$ cat config.mk
export PLATFORM = sky130hd
export DESIGN_NAME = mmu_ctl_regs
export DESIGN_NICKNAME = d
export VERILOG_FILES = /design/src/rtl/mmu_ctl_pkg.sv /design/src/rtl/mmu_ctl_cfg.sv /design/src/rtl/mmu_ctl_fault.sv /design/src/rtl/mmu_ctl_domchk.sv /design/src/rtl/mmu_ctl_regs.sv
export SDC_FILE = /design/constraint.sdc
export NUM_CORES = 1
export LEC_CHECK = 0
export ABC_CLOCK_PERIOD_IN_PS = 1250
export BUFFER_PORTS_ARGS = -buffer_cell sky130_fd_sc_hd__buf_2
export CAP_MARGIN = 20
export CORE_UTILIZATION = 45
export DETAILED_ROUTE_END_ITERATION = 8
export PLACE_DENSITY = 0.73
export SLEW_MARGIN = 10
export SYNTH_ARGS = -nofsm -noshare
export SYNTH_HDL_FRONTEND = slang
export SYNTH_SLANG_ARGS = --single-unit
$ cat constraint.sdc
create_clock -name clk -period 1.25 [get_ports clk]
set_clock_uncertainty 0.2 [all_clocks]
set_input_delay 0 -clock clk [delete_from_list [all_inputs] [get_ports clk]]
set_output_delay 0 -clock clk [all_outputs]
set_load 0.03 [all_outputs]
$ cat src/rtl/mmu_ctl_pkg.sv
// Package: shared register indices and domain access encodings for the MMU
// control register bank. Assumes a 3-bit register index space.
package mmu_ctl_pkg;

    typedef enum logic [2:0] {
        RA_CTL  = 3'd0,
        RA_TBL  = 3'd1,
        RA_DOM  = 3'd2,
        RA_IFS  = 3'd3,
        RA_DFS  = 3'd4,
        RA_FADR = 3'd5
    } reg_idx_e;

    typedef enum logic [1:0] {
        DOM_NOACC  = 2'b00,
        DOM_CLIENT = 2'b01,
        DOM_RSVD   = 2'b10,
        DOM_MGR    = 2'b11
    } dom_acc_e;

    localparam int CTL_BITS = 4;

endpackage

$ cat src/rtl/mmu_ctl_cfg.sv
// Module: configuration registers (control, table base, domain access).
// Assumes writes are single-cycle strobes. The table base keeps only bits at
// and above ALIGN_LSB. Synchronous active-low reset clears every register.
module mmu_ctl_cfg
    import mmu_ctl_pkg::*;
#(
    parameter int DATA_W    = 32,
    parameter int ALIGN_LSB = 14,
    parameter int DAC_W     = 32
) (
    input  logic                clk,
    input  logic                rst_n,
    input  logic                we,
    input  logic [2:0]          addr,
    input  logic [DATA_W-1:0]   wdata,
    output logic [CTL_BITS-1:0] ctl_q,
    output logic [DATA_W-1:0]   tbl_q,
    output logic [DAC_W-1:0]    dom_q
);
    localparam int BASE_W = DATA_W - ALIGN_LSB;

    logic [BASE_W-1:0] base_hi;

    // Register updates from the software write port.
    always_ff @(posedge clk) begin
        if (!rst_n) begin
            ctl_q   <= '0;
            base_hi <= '0;
            dom_q   <= '0;
        end else if (we) begin
            if (addr == RA_CTL) ctl_q   <= wdata[CTL_BITS-1:0];
            if (addr == RA_TBL) base_hi <= wdata[DATA_W-1:ALIGN_LSB];
            if (addr == RA_DOM) dom_q   <= wdata[DAC_W-1:0];
        end
    end

    // Aligned base: the dropped low bits are tied to zero.
    always_comb tbl_q = {base_hi, {ALIGN_LSB{1'b0}}};

endmodule

$ cat src/rtl/mmu_ctl_fault.sv
// Module: fault capture registers (instruction status, data status, fault
// address). Assumes abort strobes are one cycle wide. A capture overrides a
// software write to the same register in the same cycle.
module mmu_ctl_fault
    import mmu_ctl_pkg::*;
#(
    parameter int DATA_W = 32,
    parameter int DOM_W  = 4,
    parameter int CODE_W = 4
) (
    input  logic                      clk,
    input  logic                      rst_n,
    input  logic                      we,
    input  logic [2:0]                addr,
    input  logic [DATA_W-1:0]         wdata,
    input  logic                      iabt,
    input  logic                      dabt,
    input  logic [DOM_W-1:0]          abt_dom,
    input  logic [CODE_W-1:0]         abt_code,
    input  logic [DATA_W-1:0]         abt_va,
    output logic [DOM_W+CODE_W-1:0]   ifs_q,
    output logic [DOM_W+CODE_W-1:0]   dfs_q,
    output logic [DATA_W-1:0]         fadr_q
);
    localparam int FS_W = DOM_W + CODE_W;

    logic [FS_W-1:0] cap;

    // Packed status word: domain above the fault code.
    always_comb cap = {abt_dom, abt_code};

    // Instruction-side status: capture wins over the software write.
    always_ff @(posedge clk) begin
        if (!rst_n)                       ifs_q <= '0;
        else if (iabt)                    ifs_q <= cap;
        else if (we && addr == RA_IFS)    ifs_q <= wdata[FS_W-1:0];
    end

    // Data-side status and fault address capture together on a data abort.
    always_ff @(posedge clk) begin
        if (!rst_n) begin
            dfs_q  <= '0;
            fadr_q <= '0;
        end else if (dabt) begin
            dfs_q  <= cap;
            fadr_q <= abt_va;
        end else if (we) begin
            if (addr == RA_DFS)  dfs_q  <= wdata[FS_W-1:0];
            if (addr == RA_FADR) fadr_q <= wdata;
        end
    end

endmodule

$ cat src/rtl/mmu_ctl_domchk.sv
// Module: combinational domain access lookup. Assumes NUM_DOM two-bit fields
// packed from bit 0 upward. 00 and the reserved 10 both report a fault.
module mmu_ctl_domchk
    import mmu_ctl_pkg::*;
#(
    parameter int NUM_DOM = 16,
    parameter int DOM_W   = 4
) (
    input  logic [2*NUM_DOM-1:0] dom_reg,
    input  logic [DOM_W-1:0]     dom_sel,
    output logic                 is_fault,
    output logic                 is_client,
    output logic                 is_manager
);
    dom_acc_e fld;

    // Field selection and decode.
    always_comb begin
        fld        = dom_acc_e'(dom_reg[2*dom_sel +: 2]);
        is_client  = (fld == DOM_CLIENT);
        is_manager = (fld == DOM_MGR);
        is_fault   = (fld == DOM_NOACC) || (fld == DOM_RSVD);
    end

endmodule

$ cat src/rtl/mmu_ctl_regs.sv
// Module: top of the MMU control and fault register bank. Joins the
// configuration registers, the fault capture and the domain lookup, and
// drives the combinational read mux. Assumes a single-cycle register port.
module mmu_ctl_regs
    import mmu_ctl_pkg::*;
#(
    parameter int NUM_DOM   = 16,
    parameter int CODE_W    = 4,
    parameter int ALIGN_LSB = 14,
    localparam int DATA_W   = 32,
    localparam int DOM_W    = $clog2(NUM_DOM),
    localparam int FS_W     = DOM_W + CODE_W,
    localparam int DAC_W    = 2 * NUM_DOM
) (
    input  logic              clk,
    input  logic              rst_n,
    input  logic              reg_we,
    input  logic [2:0]        reg_addr,
    input  logic [DATA_W-1:0] reg_wdata,
    output logic [DATA_W-1:0] reg_rdata,
    input  logic              iabt,
    input  logic              dabt,
    input  logic [DOM_W-1:0]  abt_dom,
    input  logic [CODE_W-1:0] abt_code,
    input  logic [DATA_W-1:0] abt_va,
    input  logic [DOM_W-1:0]  chk_dom,
    output logic              chk_fault,
    output logic              chk_client,
    output logic              chk_manager,
    output logic              xlate_en,
    output logic              align_chk_en,
    output logic              prot_s,
    output logic              prot_r,
    output logic [DATA_W-1:0] tbl_base
);
    logic [CTL_BITS-1:0] ctl_q;
    logic [DAC_W-1:0]    dom_q;
    logic [FS_W-1:0]     ifs_q;
    logic [FS_W-1:0]     dfs_q;
    logic [DATA_W-1:0]   fadr_q;

    mmu_ctl_cfg #(
        .DATA_W    (DATA_W),
        .ALIGN_LSB (ALIGN_LSB),
        .DAC_W     (DAC_W)
    ) u_cfg (
        .clk   (clk),
        .rst_n (rst_n),
        .we    (reg_we),
        .addr  (reg_addr),
        .wdata (reg_wdata),
        .ctl_q (ctl_q),
        .tbl_q (tbl_base),
        .dom_q (dom_q)
    );

    mmu_ctl_fault #(
        .DATA_W (DATA_W),
        .DOM_W  (DOM_W),
        .CODE_W (CODE_W)
    ) u_fault (
        .clk      (clk),
        .rst_n    (rst_n),
        .we       (reg_we),
        .addr     (reg_addr),
        .wdata    (reg_wdata),
        .iabt     (iabt),
        .dabt     (dabt),
        .abt_dom  (abt_dom),
        .abt_code (abt_code),
        .abt_va   (abt_va),
        .ifs_q    (ifs_q),
        .dfs_q    (dfs_q),
        .fadr_q   (fadr_q)
    );

    mmu_ctl_domchk #(
        .NUM_DOM (NUM_DOM),
        .DOM_W   (DOM_W)
    ) u_domchk (
        .dom_reg    (dom_q),
        .dom_sel    (chk_dom),
        .is_fault   (chk_fault),
        .is_client  (chk_client),
        .is_manager (chk_manager)
    );

    // Control bits fanned out to their own outputs.
    always_comb begin
        xlate_en     = ctl_q[0];
        align_chk_en = ctl_q[1];
        prot_s       = ctl_q[2];
        prot_r       = ctl_q[3];
    end

    // Read mux; unmapped indices and unused upper bits return zero.
    always_comb begin
        reg_rdata = '0;
        case (reg_addr)
            RA_CTL:  reg_rdata[CTL_BITS-1:0] = ctl_q;
            RA_TBL:  reg_rdata               = tbl_base;
            RA_DOM:  reg_rdata[DAC_W-1:0]    = dom_q;
            RA_IFS:  reg_rdata[FS_W-1:0]     = ifs_q;
            RA_DFS:  reg_rdata[FS_W-1:0]     = dfs_q;
            RA_FADR: reg_rdata               = fadr_q;
            default: reg_rdata               = '0;
        endcase
    end

endmodule

==> impl_metrics.toml, run 1 <==
[run_status]
status = "finished, violations left"
violations = "design-rule violations, negative setup slack"

[sta]
min_period_over_period_pct = 159
setup_viol = 35
rsz0062_at_grt = "yes"
fin_setup_tns_ns = -5.36
final-hold-violation-count = 0
final_max_slew_viol_count = 0
final.setup.worst_slack_ns = -0.733
clock.fmax_mhz = 504
fin_crit_ns = 1.98

[setup_path]
crit_buf_inv = 1
required_ns = 1.05
slowest_stage = "mux4_2"
critPathLaunchType = "flip-flop"
crit_fanout = 2
cpLargestDelayFamily = "multiplexers"
cp.arrival_ns = 1.78
crit_type = "flip-flop to output port"
path_cells = "mux4_2 -> a22oi_2 -> nand3_2 -> nor2b_4 -> buf_6"
max_stage_delay_ns = 0.48
crit_path_end_kind = "output port"

[routing]
avgViaCountPerCell = 5.35
drtIter0Drc = 320
drc = 8
first_pass_iters = 9
wl_um = 18000
wl_per_cell_um = 17.3
ant_nets = 0
vias = 5589

[global_route]
antenna_found_initial = 0
grt_pass1_vias = 5847
grt_max_degree = 103
grt_pass1_wl_um = 28800
track_usage_pct = 29.1
overflow = 0

[synthesis]
seq_area_frac_synth_pct = 37.7
syn_inst = 640
postSynthAreaPerCell_um2 = 8.47
syn-cell-area_um2 = 5420
synth-edff-count = 0
synth_top_cell_area_share_pct = 37.7
synthArstFlopShare_pct = 0
ys_ff_latch = 102
synth.distinct_cells = 36
synth_top_cell_by_area = "dfxtp_1"
synth_area_leaders = "dfxtp_1, mux2i_1, nand2_1"
yosys.cell_count.top_type = "nand2_1"
synthFlopType = "dfxtp_1"
yosys_warnings = 0
synth_commonest_cells = "nand2_1, dfxtp_1, mux2i_1"

[floorplan]
fp.dieH_um = 112
rows = 39
dieArea_um2 = 12500
start_util_pct = 46.9
io_pins = 155
core_um2 = 11600
die_w_um = 112

[pwr]
total_power_mw = 7.82
cellLeakagePower_nw = 3.90
ir_worst_vdd_uv = 853
p_per_area_nw_per_um2 = 923

[layout]
drive_gt1_share_pct = 42.4
diodes = 0
syn_to_final_growth_pct = 56.2
nets = 980
fillers = 787

[clocking]
cts_root_buf = "clkbuf_16"
clk_latency_ns = 0.35
cts_sinks = 102
numCtsBuffers = 9
clk_pin_slew_worst_paths_ns = 0.08
cts_buffer_depth = 2
h-tree-depth = 3
cts_tree = "yes"

[placement]
portBuffers = 140
gpl.final_weighted_congestion = 0.878
dp.final_hpwl_um = 11200

[worst_hold_path]
hold_path.class = "input port to flip-flop"

[job]
maxCapViolations = 0
-- repair_timing --
action	in CTS	in global routing
cloned	1	1
setup endpoints to repair	35	45
hold endpoints to repair	102	0
pin swaps	25	15
gates resized for setup	174	27
buffers inserted	15	8
hold buffers	74	0
-- per-layer routing --
metal / vias up / global-route usage, % / share of wire [%]
li1: 2662 / - / -
met4: 0 / 9.64 / 1.8
met2: 216 / 54.1 / 53
met5: - / 0 / 0
met3: 31 / 6.42 / 5.7
met1: 2680 / 32.5 / 39
-- sequential cells by signal (all words and copies together), names as in the netlist --
name / count
u_fault.fadr_q: 32
u_cfg.ctl_q: 4
u_fault.ifs_q: 8
u_fault.dfs_q: 8
u_cfg.dom_q: 32
u_cfg.base_hi: 18
-- cells by family (layout without fill, tap and decap cells) --
group / after synthesis / in the layout / share of synthesized area (%)
and+or+nand+nor: 244 / 244 / 20.5
muxes: 90 / 90 / 18.5
other: 1 / 14 / 0.0692
buffers and inverters: 64 / 312 / 6.35
DFF: 102 / 102 / 37.7
AOI/OAI and AO/OA: 139 / 139 / 16.9
-- layout by cell type (no fill, tap or decap), drive strengths merged, types with 6 or more instances in the layout --
cell type    instances
a21boi              50
dfxtp              102
mux4                 8
o211a                8
o21ai               58
nor2                 7
and2                41
nand2              171
buf                221
conb                14
mux2i               82
nor2b                9
a22o                 6
dlygate4sd3         74
clkbuf              10
-- report_power, final --
group	leakage (nW)	internal, mW	switching [mW]
clock	0.141	1.40	1.40
sequential	0.864	3.39	0.0838
combinational	2.90	0.763	0.777
total	3.90	5.56	2.26
-- cell type report --
class                   instances  area [um2]  share of cell area, %
flip-flops and latches        102        2120                   25.1
well taps                     143         179                   2.11
clock buffers                   9         225                   2.66
multi-input cells             487        3360                   39.7
repair buffers                296        2510                   29.6
clock inverters                 7        70.1                  0.828
-- metrics by stage --
stage          util, %  cells  setup WS (ns)  area, um2  hold slack (ns)
6_report          73.2   1044         -0.733       8470           0.0380
4_1_cts           72.2   1039         -0.733       8350           0.0300
5_1_grt           73.2   1044         -0.776       8470           0.0575
3_3_place_gp      58.3    937         -0.481       6750           0.0670
3_5_place_dp      58.3    937         -0.484       6750           0.0702
2_1_floorplan        -    653         -0.247       5600          -0.0652
-- final timing paths --
check                           from  slack (ns)  cells past startpoint                  to
setup / recovery     u_cfg.dom_q[11]       -0.73                      5         chk_manager
hold / removal                  dabt        0.04                      4  u_fault.fadr_q[13]
setup reg to reg  u_fault.fadr_q[14]        0.16                      3  u_fault.fadr_q[14]
hold reg to reg     u_cfg.base_hi[2]        0.28                      2    u_cfg.base_hi[2]
-- worst min-delay path, stage by stage --
cell and delay, ns:
buf_2 0.14, buf_12 0.17, o21ai_0 0.14, and2_1 0.11
Note: power is estimated with default switching activity, not from simulation.
==> run 2, diff against run 1 <==
Settings changed: ABC_AREA set to 1, PLACE_DENSITY 0.73 to 0.74.
==> impl_metrics.toml, run 2 <==
[setup_path]
required_ns = 1.05
crit_type = "flip-flop to output port"
crit_path_end_kind = "output port"
crit_fanout = 2
critPathLaunchType = "flip-flop"
r2r_start = "u_cfg.dom_q[30]"
crit_start = "u_cfg.dom_q[2]"
cp.arrival_ns = 1.41

[routing]
wl_um = 18700
drc = 0
ant_nets = 0
vias = 6068
avgViaCountPerCell = 5.42
first_pass_iters = 5
wl_per_cell_um = 16.7
drtIter0Drc = 404

[floorplan]
fp.dieH_um = 108
io_pins = 155
die_w_um = 108
core_um2 = 10900
dieArea_um2 = 11700
rows = 38
start_util_pct = 46.6

[synthesis]
yosys_warnings = 0
synth-edff-count = 0
synthArstFlopShare_pct = 0
synth_top_cell_by_area = "dfxtp_1"
synth.distinct_cells = 29
synthFlopType = "dfxtp_1"
postSynthAreaPerCell_um2 = 7.09
synth_commonest_cells = "nand2_1, dfxtp_1, inv_1"
syn_inst = 715
ys_ff_latch = 102
synth_area_leaders = "dfxtp_1, nand2_1, a21oi_1"
synth_top_cell_area_share_pct = 40.3
syn-cell-area_um2 = 5070
yosys.cell_count.top_type = "nand2_1"
seq_area_frac_synth_pct = 40.3

[pwr]
pwr-share-comb_pct = 23.3
p_per_area_nw_per_um2 = 936
clkPwrFrac_pct = 30.8
swShare_pct = 29.7
ir_worst_vdd_uv = 701
p_int_mw = 5.37
cellLeakagePower_nw = 3.48
p_switching_mw = 2.26
seqPwrFrac_pct = 45.9

[layout]
diodes = 0
drive_gt1_share_pct = 39.3
final_common_cell = "nand2_1"
final_cell_mix = "nand2_1, buf_2, dlygate4sd3_1, buf_6, a21oi_1"
post-route-util_pct = 74.9
top_regs = "u_cfg.dom_q x32, u_fault.fadr_q x32, u_cfg.base_hi x18"
instances_no_fill = 1119
final_cell_area_um2 = 8150
nets = 1059
syn_to_final_growth_pct = 60.7

[clocking]
h-tree-depth = 3
cts_root_buf = "clkbuf_8"
clk_latency_ns = 0.36
cts_buffer_depth = 2
clk_pin_slew_worst_paths_ns = 0.10
cts_tree = "yes"
cts_sinks = 102
holdBufCountCts = 78
numCtsBuffers = 9

[worst_hold_path]
hold_start = "reg_we"
hold_path.class = "input port to flip-flop"

[sta]
final-hold-violation-count = 1
whs_ns = -0.134
min_period_over_period_pct = 129
rsz0062_at_grt = "yes"
final.setup.worst_slack_ns = -0.363
setup_viol = 35
clock.fmax_mhz = 620
final_max_slew_viol_count = 0
fin_crit_ns = 1.61

[global_route]
antenna_found_initial = 0
grt_pass1_vias = 5831
overflow = 0
track_usage_pct = 30.9
grt_max_degree = 40
grt_pass1_wl_um = 28200

[run_status]
violations = "negative hold slack, negative setup slack"
status = "finished, violations left"

[placement]
gpl.final_weighted_congestion = 0.850
placedCellCount = 1018
dp.final_hpwl_um = 10900
dp_slack_ns = -0.0863
portBuffers = 140
dpl_cell_area_um2 = 6260

[job]
maxCapViolations = 0
## run 2: cell count changes in the layout (fill, tap and decap cells not counted), sizes merged, moves of 9 or more
| cell | before | now |
|---|---|---|
| inv | 2 | 75 |
| nor2 | 7 | 28 |
| nor2b | 9 | 0 |
| and2 | 41 | 0 |
| a21oi | 4 | 62 |
| a21boi | 50 | 0 |
| o221ai | 0 | 18 |
| a31oi | 0 | 32 |
| nand3 | 3 | 49 |
| mux2i | 82 | 0 |
| o21ai | 58 | 83 |
## run 2: cells by family after synthesis
group	after synthesis	synth area share [%]
other	1	0.0739
AOI/OAI and AO/OA	211	24.0
and+or+nand+nor	264	22.3
buffers and inverters	137	13.3
DFF	102	40.3
## run 2: area by class of cell
cell class | count | area (um2)
Clock inverter | 5 | 83.8
Timing Repair Buffer | 297 | 2540
Sequential cell | 102 | 2100
Fill cell | 792 | 2740
Multi-Input combinational cell | 489 | 2830
Inverter | 76 | 288
Clock buffer | 10 | 138
Tap cell | 140 | 175
## run 2: metal layers
layer  share of wire (%)  vias up  GRT usage [%]
li1                    -     2898              -
met1                  39     2824           35.5
met2                  51      293           57.1
met3                 6.8       53           4.58
met4                 3.4        0           11.9
met5                   0        -              0
## run 2: power by group through the flow
| stage | registers [mW] | logic [mW] | clock network (mW) |
|---|---|---|---|
| 6_report | 3.50 | 1.77 | 2.35 |
| 3_3_place_gp | 3.55 | 1.30 | 0 |
| 4_1_cts | 3.49 | 1.64 | 2.36 |
| 2_1_floorplan | 3.59 | 0.781 | 0 |
| 3_5_place_dp | 3.55 | 1.31 | 0 |
| 5_1_grt | 3.52 | 1.90 | 2.50 |
## run 2: timing repair
| item | CTS | global route |
|---|---|---|
| setup buffers | 11 | 16 |
| setup endpoints to repair | 35 | 82 |
| endpoints found under the hold margin | 102 | 1 |
| pin swaps | 42 | 24 |
| gates resized for setup | 202 | 63 |
## run 2: path summary, 6_finish.rpt
kind,end,slack (ns),cells past startpoint
min,u_cfg.base_hi[1],-0.13,4
max reg2reg,u_cfg.dom_q[30],0.25,4
max,chk_client,-0.36,9
min reg2reg,u_fault.dfs_q[2],0.27,2
## run 2: worst max-delay path, cell delays in order (launching register included)
cell	delay (ns)
dfxtp_2	0.33
inv_1	0.05
nand2_1	0.05
nand3_1	0.07
nand3_1	0.09
nand3_1	0.09
nand2_2	0.11
inv_2	0.06
nor2_4	0.08
buf_6	0.13
## run 2: metrics by stage
stage / total power [mW] / TNS [ns]
global placement: 4.85 / -2.41
global route: 7.92 / -6.06
detailed placement: 4.86 / -3.46
finish: 7.63 / -4.39
CTS: 7.50 / -5.18
floorplan: 4.37 / -3.99
==> run 3, diff against run 2 <==
Settings changed: CTS_BUF_LIST set to sky130_fd_sc_hd__clkbuf_8, REMOVE_ABC_BUFFERS set to 1.
==> impl_metrics.toml, run 3 (synthesis results as in run 2) <==
[pwr]
seqPwrFrac_pct = 47.6
swShare_pct = 32.0
p_per_area_nw_per_um2 = 895
cellLeakagePower_nw = 3.52
p_int_mw = 5.01
p_switching_mw = 2.35
clkPwrFrac_pct = 27.8
pwr-share-comb_pct = 24.6
ir_worst_vdd_uv = 710

[setup_path]
max_stage_delay_ns = 0.35
crit_path_end_kind = "output port"
crit_type = "flip-flop to output port"
path_common_cell = "nand3_2"
cp.arrival_ns = 1.46
path_cells = "inv_2 -> nand2_1 -> nand3_2 -> nand3_2 -> nand3_2 -> nand2_2 -> inv_2 -> nor2_1 -> buf_4"
critPathLaunchType = "flip-flop"
cpLargestDelayFamily = "simple AND/OR/NAND/NOR gates"
crit_fanout = 2
slowest_stage = "dfxtp_2"
crit_buf_inv = 3
required_ns = 1.05

[layout]
fillers = 758
final_cell_mix = "nand2_1, buf_2, dlygate4sd3_1, buf_6, a21oi_1"
nets = 1062
diodes = 0
drive_gt1_share_pct = 38.8
top_regs = "u_cfg.dom_q x32, u_fault.fadr_q x32, u_cfg.base_hi x18"
multi_input_area_um2 = 2860
syn_to_final_growth_pct = 62.2
final_common_cell = "nand2_1"
seqCellArea_um2 = 2100

[global_route]
grt_max_degree = 37
track_usage_pct = 32.2
grt_pass1_vias = 6206
overflow = 0
grt_pass1_wl_um = 29200
antenna_found_initial = 0

[routing]
ant_nets = 0
vias = 6166
wl_per_cell_um = 16.9
drc = 0
first_pass_iters = 5
avgViaCountPerCell = 5.49
drtIter0Drc = 416
wl_um = 19000

[sta]
setup_viol = 35
min_period_over_period_pct = 133
fin_crit_ns = 1.66
rsz0062_at_grt = "yes"
whs_ns = -0.0149
final_max_slew_viol_count = 0
final.setup.worst_slack_ns = -0.407
fin_setup_tns_ns = -5.09
final-hold-violation-count = 3
clock.fmax_mhz = 603

[run_status]
status = "finished, violations left"
violations = "negative hold slack, negative setup slack"

[floorplan]
fp.dieH_um = 108
rows = 38
core_um2 = 10900
dieArea_um2 = 11700
start_util_pct = 46.6
io_pins = 155
die_w_um = 108

[clocking]
cts_sinks = 102
cts_tree = "yes"
numCtsBuffers = 9
h-tree-depth = 3
cts_root_buf = "clkbuf_8"
cts_buffer_depth = 2
clk_latency_ns = 0.37
clk_pin_slew_worst_paths_ns = 0.10

[worst_hold_path]
hold_path.class = "input port to flip-flop"

[placement]
gpl.final_weighted_congestion = 0.869
dp.final_hpwl_um = 10700
dp_slack_ns = -0.107
portBuffers = 140

[job]
maxCapViolations = 0
## run 3: changes by cell type in the layout (fill, tap and decap cells not counted), moves of 3 or more
cell,change
dlygate4sd3_1,+3
buf_12,+4
nand2_2,-3
nand3_1,-3
inv_1,+3
buf_4,-5
nand2_1,+4
nand3_2,+3
## run 3: worst paths after layout
kind                    start                to  slack (ns)  depth (start not counted)
min               reg_addr[1]    u_cfg.ctl_q[3]       -0.01                          6
min reg2reg  u_fault.dfs_q[2]  u_fault.dfs_q[2]        0.27                          2
max            u_cfg.dom_q[2]        chk_client       -0.41                          9
max reg2reg    u_cfg.dom_q[0]    u_cfg.dom_q[0]        0.26                          4
## run 3: power groups by stage
stage / combinational, mW / clock, mW / sequential (mW)
after floorplan: 0.632 / 0 / 3.59
after detailed placement: 1.32 / 0 / 3.55
after CTS: 1.68 / 2.02 / 3.49
final: 1.81 / 2.04 / 3.50
after global routing: 1.94 / 2.22 / 3.52
after global placement: 1.31 / 0 / 3.55
## run 3: per-layer routing
metal | global-route usage (%) | up-vias | wire [um]
li1 | - | 2907 | -
met1 | 35.1 | 2894 | 7290
met2 | 59.9 | 302 | 9710
met3 | 6.81 | 63 | 1350
met4 | 13.7 | 0 | 609
met5 | 0 | - | 0
## run 3: final cells by class
| type | count | share of cell area, % |
|---|---|---|
| timing repair buffer | 300 | 31.9 |
| multi-input combinational | 489 | 34.7 |
| clock buffer | 10 | 1.67 |
| inverter | 76 | 3.47 |
| clock inverter | 6 | 0.563 |
| sequential | 102 | 25.6 |
| tap | 140 | 2.13 |
## run 3: tightest hold or removal path: cells and delay by family
kind	cells	cell delay, ns
buffers and inverters	3	0.35
AOI/OAI and AO/OA	1	0.06
and+or+nand+nor	2	0.10
## run 3: stage by stage
| step | std cells | power [mW] | instance area (um2) | utilization (%) |
|---|---|---|---|---|
| after floorplan | 667 | 4.22 | 4730 | - |
| after global placement | 1019 | 4.86 | 6320 | 58.0 |
| after detailed placement | 1019 | 4.88 | 6320 | 58.0 |
| after CTS | 1120 | 7.19 | 8010 | 73.5 |
| after global routing | 1123 | 7.68 | 8220 | 75.5 |
| final | 1123 | 7.36 | 8220 | 75.5 |
## run 3: what timing repair did
item                                    4_1_cts  5_1_grt
endpoints found under the setup margin       35       83
hold endpoints to repair                    102        4
pin swaps                                    46       16
gates resized for setup                     208       53
cloned                                        0        0
hold buffers                                 82        1
buffers inserted                              7       10
